--- src/rtl/wdw_pkg.sv ---
package wdw_pkg;

    typedef enum logic [1:0] {
        ST_READ     = 2'd0,
        ST_WAIT_BUS = 2'd1,
        ST_TURN     = 2'd2,
        ST_DRAIN    = 2'd3
    } drain_st_e;

    function automatic int pct_of(input int depth, input int pct);
        return (depth * pct) / 100;
    endfunction

endpackage

--- src/rtl/wdw_addr_match.sv ---
module wdw_addr_match #(
    parameter int DEPTH  = 8,
    parameter int ADDR_W = 8,
    parameter int IDX_W  = 3
) (
    input  logic [DEPTH-1:0]        valid,
    input  logic [DEPTH*ADDR_W-1:0] addr_flat,
    input  logic [ADDR_W-1:0]       key,
    output logic                    hit,
    output logic [IDX_W-1:0]        idx
);

    logic [DEPTH-1:0] match;

    for (genvar g = 0; g < DEPTH; g++) begin : g_cmp
        assign match[g] = valid[g] && (addr_flat[g*ADDR_W +: ADDR_W] == key);
    end

    // lowest matching entry wins
    always_comb begin
        hit = 1'b0;
        idx = '0;
        for (int i = DEPTH - 1; i >= 0; i--) begin
            if (match[i]) begin
                hit = 1'b1;
                idx = IDX_W'(i);
            end
        end
    end

endmodule

--- src/rtl/wdw_drain_fsm.sv ---
module wdw_drain_fsm
    import wdw_pkg::*;
#(
    parameter int CNT_W    = 4,
    parameter int DRAIN_W  = 8,
    parameter int HIGH     = 6,
    parameter int LOW      = 2,
    parameter int TURN_CYC = 3
) (
    input  logic               clk,
    input  logic               rst_n,
    input  logic [CNT_W-1:0]   wq_occ,
    input  logic               bus_busy,
    input  logic               wr_issued,
    output logic               stop_reads,
    output logic               drain_grant,
    output logic [DRAIN_W-1:0] drain_writes
);

    localparam int TURN_W = $clog2(TURN_CYC + 1);

    typedef struct packed {
        drain_st_e          st;
        logic [TURN_W-1:0]  turn;
        logic [DRAIN_W-1:0] cnt;
    } fsm_t;

    fsm_t s_d, s_q;
    logic above_high, at_low;

    assign above_high = int'(wq_occ) > HIGH;
    assign at_low     = int'(wq_occ) <= LOW;

    always_comb begin
        s_d = s_q;
        case (s_q.st)
            ST_READ: begin
                if (above_high) begin
                    s_d.st  = ST_WAIT_BUS;
                    s_d.cnt = '0;
                end
            end
            ST_WAIT_BUS: begin
                if (!bus_busy) begin
                    s_d.st   = ST_TURN;
                    s_d.turn = TURN_W'(TURN_CYC);
                end
            end
            ST_TURN: begin
                if (s_q.turn <= TURN_W'(1)) begin
                    s_d.st = ST_DRAIN;
                end else begin
                    s_d.turn = s_q.turn - TURN_W'(1);
                end
            end
            ST_DRAIN: begin
                if (wr_issued) begin
                    s_d.cnt = s_q.cnt + DRAIN_W'(1);
                end
                if (at_low) begin
                    s_d.st = ST_READ;
                end
            end
            default: s_d.st = ST_READ;
        endcase
    end

    always_ff @(posedge clk) begin
        if (!rst_n) begin
            s_q <= '{st: ST_READ, turn: '0, cnt: '0};
        end else begin
            s_q <= s_d;
        end
    end

    assign stop_reads   = (s_q.st != ST_READ);
    assign drain_grant  = (s_q.st == ST_DRAIN);
    assign drain_writes = s_q.cnt;

endmodule

--- src/rtl/wdw_retry_track.sv ---
module wdw_retry_track #(
    parameter int DEPTH = 8,
    parameter int CNT_W = 4
) (
    input  logic             clk,
    input  logic             rst_n,
    input  logic [CNT_W-1:0] wq_occ,
    input  logic             wr_arrive,
    output logic             wr_retry
);

    logic retry_d, retry_q;
    logic full;

    assign full = int'(wq_occ) >= DEPTH;

    always_comb begin
        retry_d = full && (wr_arrive || retry_q);
    end

    always_ff @(posedge clk) begin
        if (!rst_n) begin
            retry_q <= 1'b0;
        end else begin
            retry_q <= retry_d;
        end
    end

    assign wr_retry = retry_q;

endmodule

--- src/rtl/wdw_ctrl.sv ---
module wdw_ctrl
    import wdw_pkg::*;
#(
    parameter int WQ_DEPTH = 8,
    parameter int ADDR_W   = 8,
    parameter int HIGH_PCT = 75,
    parameter int LOW_PCT  = 25,
    parameter int TURN_CYC = 3,
    parameter int FE_LAT   = 2,
    parameter int BE_LAT   = 5,
    parameter int DRAIN_W  = 8,
    localparam int CNT_W   = $clog2(WQ_DEPTH + 1),
    localparam int IDX_W   = (WQ_DEPTH > 1) ? $clog2(WQ_DEPTH) : 1,
    localparam int LAT_W   = $clog2(FE_LAT + BE_LAT + 1)
) (
    input  logic                       clk,
    input  logic                       rst_n,
    input  logic [CNT_W-1:0]           wq_occ,
    input  logic                       bus_busy,
    input  logic                       wr_issued,
    input  logic                       wr_arrive,
    input  logic                       rd_lookup_valid,
    input  logic [ADDR_W-1:0]          rd_lookup_addr,
    input  logic [WQ_DEPTH-1:0]        wq_valid,
    input  logic [WQ_DEPTH*ADDR_W-1:0] wq_addr,
    output logic                       stop_reads,
    output logic                       drain_grant,
    output logic [DRAIN_W-1:0]         drain_writes,
    output logic                       wr_retry,
    output logic                       rd_fwd_hit,
    output logic [IDX_W-1:0]           rd_fwd_idx,
    output logic [LAT_W-1:0]           rd_latency
);

    localparam int HIGH_THR = pct_of(WQ_DEPTH, HIGH_PCT);
    localparam int LOW_RAW  = pct_of(WQ_DEPTH, LOW_PCT);
    localparam int LOW_THR  = (LOW_RAW >= HIGH_THR) ? HIGH_THR - 1 : LOW_RAW;

    typedef struct packed {
        logic             hit;
        logic [IDX_W-1:0] idx;
        logic [LAT_W-1:0] lat;
    } lkp_t;

    lkp_t lk_d, lk_q;
    logic             m_hit;
    logic [IDX_W-1:0] m_idx;

    wdw_drain_fsm #(
        .CNT_W   (CNT_W),
        .DRAIN_W (DRAIN_W),
        .HIGH    (HIGH_THR),
        .LOW     (LOW_THR),
        .TURN_CYC(TURN_CYC)
    ) u_fsm (
        .clk         (clk),
        .rst_n       (rst_n),
        .wq_occ      (wq_occ),
        .bus_busy    (bus_busy),
        .wr_issued   (wr_issued),
        .stop_reads  (stop_reads),
        .drain_grant (drain_grant),
        .drain_writes(drain_writes)
    );

    wdw_retry_track #(
        .DEPTH(WQ_DEPTH),
        .CNT_W(CNT_W)
    ) u_retry (
        .clk      (clk),
        .rst_n    (rst_n),
        .wq_occ   (wq_occ),
        .wr_arrive(wr_arrive),
        .wr_retry (wr_retry)
    );

    wdw_addr_match #(
        .DEPTH (WQ_DEPTH),
        .ADDR_W(ADDR_W),
        .IDX_W (IDX_W)
    ) u_match (
        .valid    (wq_valid),
        .addr_flat(wq_addr),
        .key      (rd_lookup_addr),
        .hit      (m_hit),
        .idx      (m_idx)
    );

    always_comb begin
        lk_d = '0;
        if (rd_lookup_valid) begin
            lk_d.hit = m_hit;
            lk_d.idx = m_hit ? m_idx : '0;
            lk_d.lat = m_hit ? LAT_W'(FE_LAT) : LAT_W'(FE_LAT + BE_LAT);
        end
    end

    always_ff @(posedge clk) begin
        if (!rst_n) begin
            lk_q <= '0;
        end else begin
            lk_q <= lk_d;
        end
    end

    assign rd_fwd_hit = lk_q.hit;
    assign rd_fwd_idx = lk_q.idx;
    assign rd_latency = lk_q.lat;

endmodule

--- config.mk ---
export PLATFORM = sky130hd
export DESIGN_NAME = wdw_ctrl
export DESIGN_NICKNAME = d
export VERILOG_FILES = /design/src/rtl/wdw_pkg.sv /design/src/rtl/wdw_addr_match.sv /design/src/rtl/wdw_drain_fsm.sv /design/src/rtl/wdw_retry_track.sv /design/src/rtl/wdw_ctrl.sv
export SDC_FILE = /design/constraint.sdc
export NUM_CORES = 1
export LEC_CHECK = 0
export BUFFER_PORTS_ARGS = -buffer_cell sky130_fd_sc_hd__buf_2
export CORE_MARGIN = 2
export CORE_UTILIZATION = 43
export DETAILED_ROUTE_END_ITERATION = 10
export PLACE_DENSITY_LB_ADDON = 0.08
export SKIP_CTS_REPAIR_TIMING = 1
export SLEW_MARGIN = 20
export SYNTH_ARGS = -nofsm -noshare
export SYNTH_HDL_FRONTEND = slang
export SYNTH_SLANG_ARGS = --single-unit
--- constraint.sdc ---
create_clock -name clk -period 2.63 [get_ports clk]
set_clock_uncertainty 0.15 [all_clocks]
set_input_delay 0.6575 -clock clk [delete_from_list [all_inputs] [get_ports clk]]
set_output_delay 0.6575 -clock clk [all_outputs]
set_load 0.05 [all_outputs]
==> results.rst <==
.. list-table::
   :header-rows: 1

   * - Metric
     - Value
   * - Vias in the first global route
     - 1,572
   * - Post-route fraction of the period consumed by the critical path
     - 79.5%
   * - Root Buffer
     - sky130_fd_sc_hd__clkbuf_8
   * - Maximum number of pins on one net before global-route repair
     - 13
   * - Worst hold-check slack
     - 0.360 ns
   * - Post-Synthesis Net Count
     - 300
   * - Slew @ Worst Pin
     - 0.593 ns
   * - Gp weighted congestion
     - 0.776
   * - DIE AREA
     - 4590 µm²
   * - Starting DRT DRC Count
     - 80
   * - Relative max-transition margin
     - 60.2%
   * - HPWL after detailed placement
     - 3760 µm
   * - Length in cells of the worst reg-to-reg path
     - 9
   * - Total global routing overflow
     - 0
   * - Final antenna-violating net count
     - 0
   * - Die width
     - 67.7 µm
   * - WL final
     - 4290 µm
   * - Category of the worst setup path launch point
     - flip-flop
   * - Number of antenna diodes
     - 0
   * - Number of vias in the routed layout
     - 1,633
   * - Series of cell instances along the critical path
     - inv_1 > ha_1 > inv_1 > buf_2
   * - Count of synthesis-stage warnings from yosys
     - 0
   * - Aggregate global-route resource usage
     - 19.8%
   * - Fraction of final layout cells sized beyond drive strength 1
     - 39.4%
   * - Port-buffer cells
     - 107
   * - Worst Path Arrival
     - 1.28 ns
   * - Commonest non-fill, non-tap cell in the layout
     - sky130_fd_sc_hd__buf_2
   * - Clk sinks
     - 19
   * - Number of filler cells placed in the layout
     - 384
   * - Hold Path Cell Cnt
     - 2
   * - Post-route cell area
     - 2260 µm²
   * - Multi-input combinational cell area
     - 1210 µm²
   * - Router iterations before antenna repair
     - 4
   * - Cell Count Post-Placement
     - 343
   * - Total count of max-transition violations in the final report
     - 0
   * - Clock latency at the later pin of the worst-skew pair
     - 0.26 ns
   * - Count of buffer and inverter cells on the critical path
     - 3
   * - Worst flop-to-flop path startpoint
     - u_fsm.s_q[11]
   * - Critical path endpoint category
     - output port
   * - Outcome
     - finished clean
   * - Power density cells
     - 519 nW/µm²
   * - Buffer levels on the longest clock path
     - 2
   * - Family with the most delay on the worst path
     - buffers and inverters
   * - Required time at the worst-slack endpoint
     - 1.82 ns
   * - Hold Crit Start
     - u_fsm.s_q[8]
   * - Via density
     - 4.71
   * - Pre-CTS setup slack
     - 0.356 ns
   * - Area of the core
     - 3940 µm²
   * - Number of buffers inserted during clock tree synthesis
     - 3
   * - Unique masters post-synth
     - 34
   * - Avg WL per Cell
     - 12.4 µm
   * - Core Rows
     - 23
   * - # setup viols final
     - 0
   * - Post-synthesis instance total
     - 203
   * - Net count of the finished layout
     - 395
   * - Antenna violations before repair
     - 0
   * - Most frequent cell on the critical path
     - sky130_fd_sc_hd__inv_1
   * - Residual DRC count
     - 0
   * - Smallest setup slack after layout
     - 0.539 ns
   * - Maximum clock frequency
     - 478 MHz
   * - Clock tree from TritonCTS
     - yes
   * - Leak Pwr
     - 1.06 nW
   * - Final hold viol count
     - 0
   * - Final cell count without fillers
     - 347
   * - Effective utilization at floorplan
     - 44.3%
   * - Min Tclk post-route
     - 2.09 ns
   * - Most frequent cells in the layout
     - 107 x sky130_fd_sc_hd__buf_2, 40 x sky130_fd_sc_hd__xor2_1, 31 x sky130_fd_sc_hd__xnor2_1, 19 x sky130_fd_sc_hd__dfxtp_1, 14 x sky130_fd_sc_hd__nor2_1
   * - Internal reg-to-reg setup slack
     - 0.65 ns
   * - Synth-to-Final Area Change
     - 29.3%
   * - Die height
     - 67.7 µm
   * - Worst min-delay path category
     - flip-flop to flip-flop
   * - Critical-path maximum fanout
     - 4
   * - RSZ-0062 raised after global routing
     - false
   * - FF/Latch Area
     - 380 µm²
   * - Sum of internal, switching and leakage power
     - 1.17 mW
   * - Worst Path Class, Setup
     - flip-flop to output port
   * - Max-capacitance violation count
     - 0
   * - Worst reg2reg path endpoint
     - u_fsm.drain_writes[5]
   * - Synthesized flop and latch total
     - 19
   * - Max VDD drop
     - 0.000175 V
   * - Number of I/O pins
     - 108
   * - Post-synthesis average cell area
     - 8.60 µm²
   * - Summed instance area of the synthesized netlist
     - 1750 µm²
   * - Clock slew at the register clock pins of the worst setup and hold paths
     - 0.07 ns
   * - Hold Path Sink
     - u_fsm.s_q[8]
   * - Number of levels in the clock H-tree
     - 1
   * - Wire length of the first global-routing pass
     - 6850 µm
   * - Critical path's largest stage delay
     - 0.38 ns
   * - Setup TNS
     - 0 ns
   * - Slowest stage cell, crit path
     - sky130_fd_sc_hd__dfxtp_1
   * - Seq/Total Area, Yosys
     - 21.8%
   * - Util after Layout
     - 57.3%
   * - Placement Cell Area
     - 2210 µm²
==> worst max-delay path by stage <==
stage / from / endpoint / slack [ns] / cells after the start
global route: u_fsm.s_q[11] / stop_reads / 0.42 / 4
finish: u_fsm.s_q[11] / stop_reads / 0.54 / 4
global placement: rd_lookup_addr[5] / rd_fwd_idx[0] / 0.39 / 8
detailed placement: rd_lookup_addr[5] / rd_fwd_idx[0] / 0.36 / 8
CTS: u_fsm.s_q[11] / stop_reads / 0.53 / 4
floorplan: u_fsm.s_q[10] / u_fsm.drain_writes[5] / 0.51 / 9
==> cell usage after synthesis <==
cell type / instances / share of area, %
sky130_fd_sc_hd__and2_1: 3 / 1.1
sky130_fd_sc_hd__xor2_1: 40 / 20
sky130_fd_sc_hd__o31ai_1: 1 / 0.43
sky130_fd_sc_hd__a311oi_2: 1 / 0.86
sky130_fd_sc_hd__or2_2: 1 / 0.36
sky130_fd_sc_hd__a21oi_2: 1 / 0.50
sky130_fd_sc_hd__inv_1: 6 / 1.3
sky130_fd_sc_hd__and3_1: 2 / 0.72
sky130_fd_sc_hd__nand4b_1: 1 / 0.50
sky130_fd_sc_hd__buf_4: 15 / 6.4
sky130_fd_sc_hd__o21ai_1: 2 / 0.57
sky130_fd_sc_hd__nor4_1: 5 / 1.8
sky130_fd_sc_hd__nor4_4: 1 / 1.2
sky130_fd_sc_hd__mux2i_1: 2 / 1.1
sky130_fd_sc_hd__o211ai_1: 1 / 0.43
sky130_fd_sc_hd__nand2_1: 8 / 1.7
sky130_fd_sc_hd__dfxtp_1: 19 / 22
sky130_fd_sc_hd__ha_1: 7 / 5.0
sky130_fd_sc_hd__nor3_2: 2 / 1.1
sky130_fd_sc_hd__a211oi_1: 2 / 0.86
sky130_fd_sc_hd__o211a_1: 1 / 0.57
sky130_fd_sc_hd__nand2b_1: 2 / 0.72
sky130_fd_sc_hd__nand4_1: 9 / 3.2
sky130_fd_sc_hd__nor3b_1: 1 / 0.43
sky130_fd_sc_hd__xnor2_1: 31 / 16
sky130_fd_sc_hd__a211o_1: 1 / 0.50
sky130_fd_sc_hd__nor3_1: 8 / 2.3
sky130_fd_sc_hd__nor4bb_1: 1 / 0.57
sky130_fd_sc_hd__nand3_1: 6 / 1.7
sky130_fd_sc_hd__a21oi_1: 5 / 1.4
sky130_fd_sc_hd__and4_1: 1 / 0.50
sky130_fd_sc_hd__buf_6: 2 / 1.3
sky130_fd_sc_hd__o21ai_0: 1 / 0.29
sky130_fd_sc_hd__nor2_1: 14 / 3.0
==> sequential cells by signal (all words and copies together) (netlist names) <==
signal	cells
rd_fwd_idx	3
u_fsm.drain_writes	8
rd_fwd_hit	1
u_retry.wr_retry	1
u_fsm.s_q	4
rd_latency	2
==> per-layer routing <==
layer | global-route usage [%] | vias up | part of all wire [%]
met5 | 0 | - | 0
met4 | 6.89 | 0 | 1.4
met3 | 2.17 | 5 | 7.1
met2 | 33.8 | 70 | 49
met1 | 25.6 | 696 | 42
li1 | - | 862 | -
==> tightest hold or removal path, cell delays in order (launching register included) <==
cell and delay (ns):
sky130_fd_sc_hd__dfxtp_1 0.32, sky130_fd_sc_hd__nor2_1 0.10, sky130_fd_sc_hd__nor3_1 0.05
==> power by group <==
group	switching, mW	internal (mW)	total (mW)
sequential	0.0328	0.329	0.362
combinational	0.365	0.238	0.603
clock	0.100	0.107	0.207
total	0.498	0.674	1.17
==> final cells by class <==
type	instances	share of cell area (%)
Multi-Input combinational cell	161	53.5
Timing Repair Buffer	107	23.7
Sequential cell	19	16.8
Tap cell	50	2.77
Clock buffer	3	1.83
Inverter	6	0.997
Clock inverter	1	0.332
==> kinds of logic after synthesis <==
logic type      after synthesis  share of synthesized area, %
compound gates               16                          6.45
xor+xnor                     71                          35.6
fa+ha+maj                     7                          5.01
buf+inv                      23                          9.03
flops                        19                          21.8
mux                           2                          1.15
simple gates                 65                          21.0
No activity file was read; power rests on OpenSTA's default activity.
